==> src/rtl/page_prog_buffer.sv <==
module page_prog_buffer #(
  parameter int PAGE_BYTES = 128
) (
  input  logic        clk,
  input  logic        rst_n,
  input  logic        reg_wr,
  input  logic [3:0]  reg_addr,
  input  logic [31:0] reg_wdata,
  output logic [31:0] reg_rdata,
  output logic        spi_cs_n,
  output logic        spi_sck,
  output logic        spi_mosi
);
  localparam int WORDS = PAGE_BYTES / 4;
  localparam int WI    = $clog2(WORDS);
  localparam int PW    = $clog2(WORDS + 1);
  localparam int BW    = $clog2(PAGE_BYTES + 4);
  localparam int IW    = $clog2(PAGE_BYTES);

  localparam logic [3:0] OFF_CMD = 4'h0, OFF_ROLE = 4'h1, OFF_A0 = 4'h2, OFF_A1 = 4'h3,
                         OFF_A2 = 4'h4, OFF_WORD = 4'h5, OFF_BYTE = 4'h6, OFF_ERR = 4'h7,
                         OFF_A3 = 4'h9;
  localparam logic [7:0] CODE_PAGE = 8'h10, CODE_BYTE = 8'h90, OP_PROG = 8'h02;

  logic [31:0]   mem [WORDS];
  logic [7:0]    adr [4];
  logic [7:0]    bdata, shreg, nxt_byte;
  logic [PW-1:0] wptr;
  logic [BW-1:0] bytec, nb, last_idx;
  logic [IW-1:0] didx;
  logic [2:0]    bitc;
  logic          role, err, busy, pg, ph;

  wire idle_wr   = reg_wr && !busy;
  wire wr_cmd    = idle_wr && reg_addr == OFF_CMD;
  wire full      = wptr == PW'(WORDS);
  wire is_page   = reg_wdata[7:0] == CODE_PAGE;
  wire is_byte   = reg_wdata[7:0] == CODE_BYTE;
  wire start_pg  = wr_cmd && is_page && role && full;
  wire start_by  = wr_cmd && is_byte && !role;
  wire refuse    = wr_cmd && ((is_page && !(role && full)) || (is_byte && role));
  wire push      = idle_wr && reg_addr == OFF_WORD && role && !full;
  wire adr_wr    = idle_wr && (reg_addr == OFF_A0 || reg_addr == OFF_A1 ||
                               reg_addr == OFF_A2 || reg_addr == OFF_A3);
  wire bit_end   = busy && ph;
  wire byte_end  = bit_end && bitc == 3'd7;
  wire frame_end = byte_end && bytec == last_idx;

  assign last_idx = pg ? BW'(PAGE_BYTES + 3) : BW'(4);
  assign spi_cs_n = ~busy;
  assign spi_sck  = busy & ph;
  assign spi_mosi = shreg[7];

  always_comb begin
    nb   = bytec + 1'b1;
    didx = IW'(nb - BW'(4));
    case (nb)
      BW'(1):  nxt_byte = adr[2];
      BW'(2):  nxt_byte = adr[1];
      BW'(3):  nxt_byte = adr[0];
      default: nxt_byte = pg ? mem[didx[IW-1:2]][{didx[1:0], 3'b000} +: 8] : bdata;
    endcase
  end

  always_ff @(posedge clk)
    if (push) mem[wptr[WI-1:0]] <= reg_wdata;

  always_ff @(posedge clk or negedge rst_n)
    if (!rst_n) begin
      role <= 1'b0;
      err  <= 1'b0;
      bdata <= '0;
      for (int i = 0; i < 4; i++) adr[i] <= '0;
    end else begin
      if (idle_wr && reg_addr == OFF_ROLE) role <= reg_wdata[0];
      if (idle_wr && reg_addr == OFF_BYTE) bdata <= reg_wdata[7:0];
      if (idle_wr && reg_addr == OFF_A0) adr[0] <= reg_wdata[7:0];
      if (idle_wr && reg_addr == OFF_A1) adr[1] <= reg_wdata[7:0];
      if (idle_wr && reg_addr == OFF_A2) adr[2] <= reg_wdata[7:0];
      if (idle_wr && reg_addr == OFF_A3) adr[3] <= reg_wdata[7:0];
      if (refuse) err <= 1'b1;
      else if (reg_wr && reg_addr == OFF_ERR && reg_wdata[0]) err <= 1'b0;
    end

  always_ff @(posedge clk or negedge rst_n)
    if (!rst_n) wptr <= '0;
    else if (adr_wr || (frame_end && pg)) wptr <= '0;
    else if (push) wptr <= wptr + 1'b1;

  always_ff @(posedge clk or negedge rst_n)
    if (!rst_n) begin
      busy <= 1'b0; pg <= 1'b0; ph <= 1'b0;
      bitc <= '0; bytec <= '0; shreg <= '0;
    end else if (start_pg || start_by) begin
      busy <= 1'b1; pg <= start_pg; ph <= 1'b0;
      bitc <= '0; bytec <= '0; shreg <= OP_PROG;
    end else if (busy) begin
      ph <= ~ph;
      if (frame_end) busy <= 1'b0;
      else if (byte_end) begin
        bytec <= nb;
        shreg <= nxt_byte;
        bitc  <= '0;
      end else if (bit_end) begin
        shreg <= {shreg[6:0], 1'b0};
        bitc  <= bitc + 1'b1;
      end
    end

  always_comb begin
    case (reg_addr)
      OFF_CMD:  reg_rdata = busy ? {24'd0, pg ? CODE_PAGE : CODE_BYTE} : 32'd0;
      OFF_ROLE: reg_rdata = {31'd0, role};
      OFF_A0:   reg_rdata = {24'd0, adr[0]};
      OFF_A1:   reg_rdata = {24'd0, adr[1]};
      OFF_A2:   reg_rdata = {24'd0, adr[2]};
      OFF_A3:   reg_rdata = {24'd0, adr[3]};
      OFF_ERR:  reg_rdata = {31'd0, err};
      default:  reg_rdata = 32'd0;
    endcase
  end

  AST_SCK_IDLE_LOW: assert property (@(posedge clk) disable iff (!rst_n)
    spi_cs_n |-> !spi_sck);
  AST_HALF_RATE: assert property (@(posedge clk) disable iff (!rst_n)
    (busy && ph) |=> !ph);
  AST_NO_OVERFLOW: assert property (@(posedge clk) disable iff (!rst_n)
    wptr <= PW'(WORDS));
  AST_START_GUARD: assert property (@(posedge clk) disable iff (!rst_n)
    ($rose(busy) && pg) |-> ($past(full) && $past(role)));
  AST_ERR_STICKY: assert property (@(posedge clk) disable iff (!rst_n)
    (err && !(reg_wr && reg_addr == OFF_ERR)) |=> err);
  AST_PTR_CLEAR: assert property (@(posedge clk) disable iff (!rst_n)
    ($fell(busy) && pg) |-> wptr == '0);
  AST_ROLE_HELD: assert property (@(posedge clk) disable iff (!rst_n)
    (busy && $past(busy)) |-> $stable(role));
endmodule

==> config.mk <==
export PLATFORM = sky130hd
export DESIGN_NAME = page_prog_buffer
export DESIGN_NICKNAME = d
export VERILOG_FILES = /design/src/rtl/page_prog_buffer.sv
export SDC_FILE = /design/constraint.sdc
export NUM_CORES = 1
export LEC_CHECK = 0
export ABC_AREA = 1
export BUFFER_PORTS_ARGS = -buffer_cell sky130_fd_sc_hd__buf_2
export CORE_MARGIN = 2
export CORE_UTILIZATION = 40
export DETAILED_ROUTE_END_ITERATION = 12
export SLEW_MARGIN = 20
export SYNTH_ARGS = -nofsm -noshare
export SYNTH_HDL_FRONTEND = slang
export SYNTH_SLANG_ARGS = --single-unit
==> constraint.sdc <==
create_clock -name clk -period 5.56 [get_ports clk]
set_clock_uncertainty 0.1 [all_clocks]
set_input_delay 0.278 -clock clk [delete_from_list [all_inputs] [get_ports clk]]
set_output_delay 0.278 -clock clk [all_outputs]
set_load 0.02 [all_outputs]
; Yosys cells after proc, flatten, opt, wreduce, memory -nomap -nowiden
; Memories as Yosys holds them, arrays and structs flattened.
; Index checks and enable logic that the tools add are counted.
[totals]
output_inout_bits = 35
mem_bits_rw = 1024
memories = 1
wordCells = 116
register_bits = 70
input_bits = 39
[memory_table]
columns = memory, words, width, read_ports, rd_ports_with_merged_regs, write_ports, line_no
row1 = mem, 32, 32, 1, 0, 1, 25  ; logic [31:0] mem [WORDS];
[op_classes]
n_shift = 1
muxes = 31
n_eq_ne = 17
reduce_logical = 45
n_bitwise = 3
add_sub_neg = 4
[ops]
columns = operator, count
row1 = 2-to-1 mux 8 bit, 13
row2 = one-hot mux 8 bit (7 select lines), 1
row3 = indexed part select 32 x 6 -> 8 bit, 1
row4 = logical AND 1 bit, 27
row5 = one-hot mux 8 bit (3 select lines), 1
row6 = "equality test 4 x 3 -> 1 bit, second input constant", 4
row7 = "equality test 8 x 2 -> 1 bit, second input constant", 2
row8 = 2-to-1 mux 3 bit, 5
row9 = 2-to-1 mux 6 bit, 2
row10 = 2-to-1 mux 1 bit, 9
row11 = "adder 8 x 1 -> 8 bit, second input constant", 1
row12 = "equality test 4 x 2 -> 1 bit, second input constant", 2
row13 = "equality test 8 x 1 -> 1 bit, second input constant", 1
row14 = "equality test 8 x 5 -> 1 bit, second input constant", 1
row15 = equality test 8 bit, 1
row16 = "equality test 8 bit, second input constant", 1
row17 = nonzero test 2 bit, 4
row18 = "subtractor 7 x 3 -> 7 bit, second input constant", 1
row19 = "adder 6 x 1 -> 6 bit, second input constant", 1
row20 = "equality test 6 bit, second input constant", 1
row21 = logical OR 1 bit, 6
row22 = AND reduction 3 bit, 2
row23 = "equality test 4 x 1 -> 1 bit, second input constant", 1
row24 = "equality test 4 bit, second input constant", 1
row25 = 8 further kinds, 12

; Logic depth before layout (Yosys ltp)
; Gate-level depths: netlist of the first run.
; An unclocked memory read counts as a cell.
[logic_depth]
word_depth = 10
depth_mapped = 22
mapped_depth_nobuf = 19

; Least setup slack after synthesis of the first run
; OpenSTA, ideal clock, no wires.
[synth_path]
kind = register to register
startpoint = register busy
endpoint = memory mem[23][0] (enable)
setup_ns = 0.461
synth_period_minus_slack_ns = 4.231
required_time_ns = 4.999
path_buffers = 0
arrival_ns = 3.670
slack_ns = 1.329
stages_incl_launch_ff = 10
path_cell_list = dfrtp_1 > inv_1 > nand2_1 > nor2_1 > nand4_1 > inv_1 > nand2_1 > nor2_1 > inv_1 > nor3_1
[synth_between]
elab_chain_len = 7
[synth_rtl]
columns = element, line_no
row1 = "start, declared", 32  ; logic role, err, busy, pg, ph;
row2 = "start signal, assigned", 92  ; busy <= 1'b0; pg <= 1'b0; ph <= 1'b0;
row3 = "start signal, assigned", 95  ; busy <= 1'b1; pg <= start_pg; ph <= 1'b0;
row4 = "start signal, assigned", 99  ; if (frame_end) busy <= 1'b0;
row5 = logical NOT 1 bit, 34  ; wire idle_wr = reg_wr && !busy;
row6 = logical AND 1 bit, 34
row7 = logical AND 1 bit (3 in a row), 42  ; wire push = idle_wr && reg_addr == OFF_WORD && role && !full;
row8 = 2-to-1 mux 1 bit, 66  ; if (push) mem[wptr[WI-1:0]] <= reg_wdata;
row9 = 2-to-1 mux 1 bit (not written as such), 66
row10 = "end, declared", 25
; Every way passes these cells.

; Worst setup path in the final report of the first run
[layout_path]
startpoint = register bytec[1]
endpoint = register shreg[6]
[layout_between]
elab_chain_len = 10
word_cells_on_any_way = 17
cone_classes = 2 x add/sub / 5 x eq/ne / 1 x shift / 6 x mux / 2 x reduce/logical / 1 x memory
[layout_rtl]
columns = element, line_no
row1 = "start, declared", 29  ; logic [BW-1:0] bytec, nb, last_idx;
row2 = "start signal, assigned", 101  ; bytec <= nb;
row3 = adder 8 x 1 -> 8 bit, 55  ; nb = bytec + 1'b1;
row4 = subtractor 7 x 3 -> 7 bit, 56  ; didx = IW'(nb - BW'(4));
row5 = memory (32 x 32 bit), --
row6 = indexed part select 32 x 6 -> 8 bit, 61  ; default: nxt_byte = pg ? mem[didx[IW-1:2]][{didx[1:0], 3'b000} +: 8] : bdata;
row7 = 2-to-1 mux 8 bit, 61
row8 = one-hot mux 8 bit (3 select lines), 57  ; case (nb)
row9 = 2-to-1 mux 8 bit, 100  ; else if (byte_end) begin
row10 = 2-to-1 mux 8 bit, 99
row11 = 2-to-1 mux 8 bit, 97  ; end else if (busy) begin
row12 = 2-to-1 mux 8 bit, 94  ; end else if (start_pg || start_by) begin
row13 = "end signal, assigned", 102  ; shreg <= nxt_byte;
row14 = "end signal, assigned", 105  ; shreg <= {shreg[6:0], 1'b0};
row15 = "end, declared", 27  ; logic [7:0] bdata, shreg, nxt_byte;
; Several ways; a longest one is shown, not always the timed one. The select of a mux whose other input is x is not followed.
; A chain may end at the register's enable or synchronous reset.

==> flow_metrics.env, run 1 <==
export IMPL_status="complete, but fails checks"
export IMPL_violations="hold timing"
export IMPL_multi_input_area_um2=12500
export IMPL_ys_ff_latch=1094
export IMPL_yosysWarnings=0
export IMPL_cts_buffers=112
export IMPL_cp_arrival_ns=5.20
export IMPL_slowest_stage="buf_4"
export IMPL_critical_path_required_ns=6.06
export IMPL_critPathKind="flop to flop"
export IMPL_synth_largest_area_cell="edfxtp_1"
export IMPL_total_power_mw=16.8
export IMPL_syn_to_final_growth_pct=12.8
export IMPL_grt_max_degree=206
export IMPL_setup_viol=0
export IMPL_crit_chain="ha_1 > nand2_4 > nand2_8 > buf_4 > buf_4 > nand2_1 > nand2_1 > nand3_1 > nand2_1 > nand2_1 > nand2_1 > nand2_1 > nand3_1 > nand3_1 > nand3_1 > nand3_1 > nand2_1 > nand2_1 > nand2_1 > nand2_1"
export IMPL_core_area_um2=118000
export IMPL_drive_gt1_share_pct=8.58
export IMPL_crit_path_max_fanout=76
export IMPL_fin_crit_ns=4.70
export IMPL_rsz0062_at_grt="no"
export IMPL_antenna_found_initial=2
export IMPL_timing_setup_tns_ns=0
export IMPL_p_int_mw=13.4
export IMPL_gp_congestion=0.865
export IMPL_post_cts_buffers=0
export IMPL_rows=126
export IMPL_max_slew_margin_pct=25.9
export IMPL_post_route_drc_count=0
export IMPL_met2_usage_pct=37.5
export IMPL_power_density_nw_per_um2=315
export IMPL_grt_pass1_wl_mm=207
export IMPL_io_pins=74
export IMPL_clock_tree_root_cell="clkbuf_16"
export IMPL_drtIter0Drc=3818
export IMPL_p_sw_mw=3.43
export IMPL_maxSlewViolCount=0
export IMPL_netlist_top_cells_area="edfxtp_1, nand2_1, nand3_1, dfrtp_1, o21ai_0"
export IMPL_synth_top_cell_area_share_pct=65.1
export IMPL_die_h_um=348
export IMPL_syn_inst=4439
export IMPL_switching_share_pct=20.4
export IMPL_htreeDepth=3
export IMPL_clock_path_buffers=3
export IMPL_leakagePower_nw=20.9
export IMPL_dp_hpwl_mm=77.9
export IMPL_holdWs_ns=-0.00546
export IMPL_grt_use_total_pct=23.1
export IMPL_synth_main_ff_cell="edfxtp_1"
export IMPL_cap_violations=0
export IMPL_cts_resized=0
export IMPL_viasPerCell=5.32
export IMPL_portBuffers=49
export IMPL_dieArea_um2=121000
export IMPL_ys_types=45
export IMPL_tritoncts="built"
export IMPL_synth_edf_count=1024
export IMPL_top_usage_layer="met2"
export IMPL_synthArstFlopShare_pct=6.40
export IMPL_antennaDiodeCount=0
export IMPL_hold_viol=4
export IMPL_final_antenna_net_count=0
export IMPL_grt_use_met3_pct=3.47
export IMPL_initial_core_util_pct=40.2
export IMPL_vias=32539
export IMPL_final_seq_area_um2=32500
export IMPL_drt_wl_total_mm=141
export IMPL_peakVddDrop_mv=0.339
export IMPL_die_width_um=348
export IMPL_holdCritPathClass="primary input to flop"
export IMPL_ys_seq_area_share_pct=68.8
export IMPL_fmax_mhz=213
export IMPL_grtUsageMet1_pct=31.6
export IMPL_cts_sinks=1094
export IMPL_p_clk_share_pct=45.3
export IMPL_routedWlPerCell_um=23.1
export IMPL_clk_pin_slew_ns=0.07
export IMPL_grt_pass1_vias=30728
export IMPL_clk_latency_ns=0.74
export IMPL_start_kind="flop"
export IMPL_cpMostUsedCell="nand2_1"
export IMPL_drt_pass1_iter_count=6
export IMPL_power_frac_seq_pct=53.6
export IMPL_layout_nets=4536
export IMPL_synth_area_per_cell_um2=10.6
export IMPL_tightest_slew_ns=1.11
export IMPL_min_period_over_period_pct=84.5
export IMPL_slowest_delay_ns=0.66
export IMPL_netlist_area_um2=47200
export IMPL_nFillCells=10873
export IMPL_end_kind="flop"
export IMPL_share_comb_of_total_power_pct=1.1
export IMPL_overflow=0
## power by group through the flow
stage	Combinational (mW)	Sequential, mW	Clock [mW]
after global placement	0.170	9.17	0
final	0.189	9.00	7.60
after CTS	0.191	9.00	7.68
after floorplan	0.0365	9.17	0
after global routing	0.207	8.99	8.01
after detailed placement	0.173	9.17	0
## synth_stat cells (all sizes together), types with 3 or more instances
library cell and number:
nand3b 58, or2 23, nand3 502, a221oi 3
o22ai 8, a21oi 6, edfxtp 1024, ha 10
inv 357, nand4 10, o21a 6, nor2 364
nor4 3, xor2 4, o21ai 351, nand2 1339
o2111ai 5, buf 200, o211ai 9, nor3 11
dfrtp 70, clkbuf 64
## state kept, by name (all words and copies together) (netlist names), 3 cells and up
name,count
bitc,3
wptr,6
bytec,8
mem,1024
adr,32
bdata,8
shreg,8
## cell families (layout without fill, tap and decap cells)
logic type	Yosys count	after routing	synth area share (%)
AND/OR/NAND/NOR	2312	2312	20.5
flip-flops	1094	1094	68.8
buffers and inverters	623	740	5.82
AO/OA/AOI/OAI	394	394	4.38
adder cells (fa/ha/maj)	10	10	0.265
XOR/XNOR	5	5	0.164
other	1	24	0.00794
## critical path: cells and delay by family (launching register included)
kind | cells | cell delay, ns
adders and majority gates | 1 | 0.37
buffers and inverters | 2 | 1.30
DFF | 1 | 0.49
and+or+nand+nor | 17 | 2.24
## metal layers
metal	vias to the layer above	part of all wire (%)
li1	14996	-
met1	15859	42
met2	1430	47
met3	250	7.8
met4	4	3.4
met5	-	0.018
## what timing repair did
item / in CTS / in global routing
setup endpoints to repair: 0 / 0
endpoints found under the hold margin: 713 / 0
hold buffers: 31 / 0
## cell type report
type	count	share of cell area (%)
repair buffers	175	2.57
clock buffers	143	5.61
clock inverters	63	1.29
multi-input cells	2745	23.4
flip-flops and latches	1094	61.0
well taps	1536	3.61
inverters	359	2.53
## metrics by stage
| stage | cell area, um^2 | hold slack, ns | setup slack (ns) | util, % | cells |
|---|---|---|---|---|---|
| after floorplan | 47300 | -0.118 | 1.33 | - | 4462 |
| after global placement | 49200 | 0.367 | 0.991 | 41.9 | 5876 |
| after detailed placement | 49300 | 0.368 | 0.924 | 41.9 | 5878 |
| after CTS | 53300 | 0.00221 | 0.871 | 45.3 | 6115 |
| after global routing | 53300 | 0.0405 | 0.512 | 45.3 | 6115 |
| final | 53300 | -0.00546 | 0.860 | 45.3 | 6115 |
## worst paths after layout
check | slack [ns] | to | startpoint | depth (start not counted)
min reg2reg | 0.39 | adr[1]$_DFFE_PN0P_ | adr[1]$_DFFE_PN0P_ | 2
min in group asynchronous | 0.23 | adr[17]$_DFFE_PN0P_ | rst_n | 3
max | 0.86 | shreg[6]$_DFFE_PN0P_ | bytec[1]$_DFFE_PN0P_ | 20
max in group asynchronous | 4.51 | shreg[0]$_DFFE_PN0P_ | rst_n | 3
min | -0.005 | mem[20][23]$_DFFE_PP_ | reg_wdata[23] | 1
max reg2reg | 0.86 | shreg[6]$_DFFE_PN0P_ | bytec[1]$_DFFE_PN0P_ | 20
## placed cells by master, fill, tap and decap left out, types with 58 or more instances in the layout
cell / count
dfrtp_1: 70
clkbuf_16: 113
nand3_1: 500
o21ai_0: 330
nand2_1: 1324
nor2_1: 329
nand3b_1: 58
edfxtp_1: 1024
buf_4: 88
inv_1: 355
Power figures use the tool's default switching activity.
==> inputs of run 2 (changes only) <==
- clock period: 5.56 -> 4.4 ns (I/O delays scaled with it)
==> flow_metrics.env, run 2 (synthesized netlist as in run 1, its figures left out) <==
export IMPL_r2r_slack_ns=0.52
export IMPL_tightest_slew_ns=1.08
export IMPL_min_period_over_period_pct=88.1
export IMPL_vias=32708
export IMPL_critPathKind="flop to flop"
export IMPL_clock_tree_root_cell="clkbuf_16"
export IMPL_share_comb_of_total_power_pct=1.2
export IMPL_cp_top_family="simple AND/OR/NAND/NOR gates"
export IMPL_holdWs_ns=0.0405
export IMPL_fin_ws_ns=0.523
export IMPL_p_clk_share_pct=45.0
export IMPL_max_slew_margin_pct=27.9
export IMPL_antenna_found_initial=3
export IMPL_crit_chain="ha_1 > nand2_4 > nand2_8 > nand3_2 > nand2_8 > buf_12 > nand2_1 > nand2_1 > nand2_1 > nand2_1 > nand2_1 > nand3_1 > nand3_1 > nand3_1 > nand3_1 > nand2_1 > nand2_1 > nand2_1 > nand2_1"
export IMPL_peakVddDrop_mv=0.346
export IMPL_grt_pass1_vias=30879
export IMPL_power_frac_seq_pct=53.9
export IMPL_cp_arrival_ns=4.38
export IMPL_whs_endpoint="mem[20][2]$_DFFE_PP_"
export IMPL_top_usage_layer="met2"
export IMPL_viasPerCell=5.34
export IMPL_post_cts_buffers=0
export IMPL_clk_latency_ns=0.71
export IMPL_holdCritPathClass="primary input to flop"
export IMPL_largest_reg_flops=1024
export IMPL_die_width_um=348
export IMPL_layout_common_cells="nand2_1, edfxtp_1, nand3_1"
export IMPL_layout_nets=4545
export IMPL_initial_core_util_pct=40.2
export IMPL_crit_buf_inv=1
export IMPL_portBuffers=49
export IMPL_met2_usage_pct=36.5
export IMPL_switching_share_pct=20.0
export IMPL_die_h_um=348
export IMPL_dp_hpwl_mm=75.9
export IMPL_leakagePower_nw=21.0
export IMPL_grtUsageMet1_pct=31.8
export IMPL_end_kind="flop"
export IMPL_min_path_cells=2
export IMPL_overflow=0
export IMPL_dieArea_um2=121000
export IMPL_routedWlPerCell_um=22.9
export IMPL_r2r_start="bytec[1]$_DFFE_PN0P_"
export IMPL_slowest_delay_ns=0.47
export IMPL_rows=126
export IMPL_p_sw_mw=4.23
export IMPL_drive_gt1_share_pct=8.32
export IMPL_critical_path_required_ns=4.91
export IMPL_core_area_um2=118000
export IMPL_hold_viol=0
export IMPL_grt_use_total_pct=23.0
export IMPL_reg2reg_depth=19
export IMPL_io_pins=74
export IMPL_cts_sinks=1094
export IMPL_fin_util_pct=45.6
export IMPL_cap_violations=0
export IMPL_rsz0062_at_grt="no"
export IMPL_setup_viol=0
export IMPL_timing_setup_tns_ns=0
export IMPL_grt_pass1_wl_mm=207
export IMPL_cts_buffers=113
export IMPL_post_route_drc_count=0
export IMPL_place_worst_setup_slack_ns=0.538
export IMPL_p_int_mw=16.9
export IMPL_layout_commonest_cell="nand2_1"
export IMPL_cpMostUsedCell="nand2_1"
export IMPL_holdCritStartpoint="reg_wdata[2]"
export IMPL_htreeDepth=3
export IMPL_fmax_mhz=258
export IMPL_drt_pass1_iter_count=6
export IMPL_power_density_nw_per_um2=394
export IMPL_start_kind="flop"
export IMPL_drt_wl_total_mm=140
export IMPL_final_antenna_net_count=0
export IMPL_maxSlewViolCount=0
export IMPL_fin_crit_ns=3.88
export IMPL_grt_use_met3_pct=3.75
export IMPL_slowest_stage="dfrtp_1"
export IMPL_crit_path_max_fanout=66
export IMPL_gp_congestion=0.865
export IMPL_clk_pin_slew_ns=0.06
export IMPL_grt_max_degree=178
export IMPL_syn_to_final_growth_pct=13.4
export IMPL_status="finished, final reports clean"
export IMPL_tritoncts="built"
export IMPL_clock_path_buffers=3
export IMPL_drtIter0Drc=3820
export IMPL_rr_endpoint="shreg[4]$_DFFE_PN0P_"
-- run 2: changes by cell type in the layout (fill, tap and decap cells not counted), sizes merged --
cell,delta
dlygate4sd3,+7
clkbuf,+5
inv,-5
clkinv,+4
buf,+1
bufinv,-1
diode,+1
-- run 2: worst register-to-register path, delay by kind of cell, from the launching register on --
kind                       cells  cell delay, ns
adders and majority gates      1            0.36
and+or+nand+nor               17            2.49
DFF                            1            0.47
buffers and inverters          1            0.37
-- run 2: layer usage --
metal	vias to the layer above	part of all wire [%]
met2	1469	46
li1	15035	-
met1	15940	42
met5	-	0.019
met3	260	8.5
met4	4	3.9
-- run 2: layout make-up --
class                      instances  area [um^2]
antenna                            1         2.50
tap                             1536         1920
fill                           10711        64000
timing repair buffer             183         1720
sequential                      1094        32500
clock inverter                    61          578
multi-input combinational       2745        12400
clock buffer                     148         3060
inverter                         359         1350
-- run 2: how the worst max path moves through the flow --
stage	start	end	slack [ns]	cells after the start
after global routing	bytec[1]$_DFFE_PN0P_	shreg[4]$_DFFE_PN0P_	0.24	19
after global placement	bytec[1]$_DFFE_PN0P_	shreg[4]$_DFFE_PN0P_	0.52	19
after floorplan	busy$_DFF_PN0_	mem[23][0]$_DFFE_PP_	0.17	9
after CTS	bytec[1]$_DFFE_PN0P_	shreg[4]$_DFFE_PN0P_	0.52	19
after detailed placement	bytec[1]$_DFFE_PN0P_	shreg[4]$_DFFE_PN0P_	0.54	19
final	bytec[1]$_DFFE_PN0P_	shreg[4]$_DFFE_PN0P_	0.52	19
-- run 2: power groups by stage --
stage / sequential, mW / clock [mW] / combinational (mW)
floorplan: 11.6 / 0 / 0.0462
global placement: 11.6 / 0 / 0.218
detailed placement: 11.6 / 0 / 0.224
CTS: 11.4 / 9.61 / 0.251
global route: 11.4 / 10.0 / 0.272
finish: 11.4 / 9.49 / 0.249
-- run 2: what timing repair did --
action / in CTS / in global routing
hold endpoints to repair: 944 / 0
hold buffers: 38 / 0
resized for setup: 0 / 0
-- run 2: per-stage QoR --
stage | cell area (um^2) | total power [mW] | instances
after floorplan | 47300 | 11.6 | 4462
after global placement | 49600 | 11.8 | 5879
after detailed placement | 49600 | 11.8 | 5879
after CTS | 53600 | 21.2 | 6126
after global routing | 53600 | 21.7 | 6126
final | 53600 | 21.1 | 6127
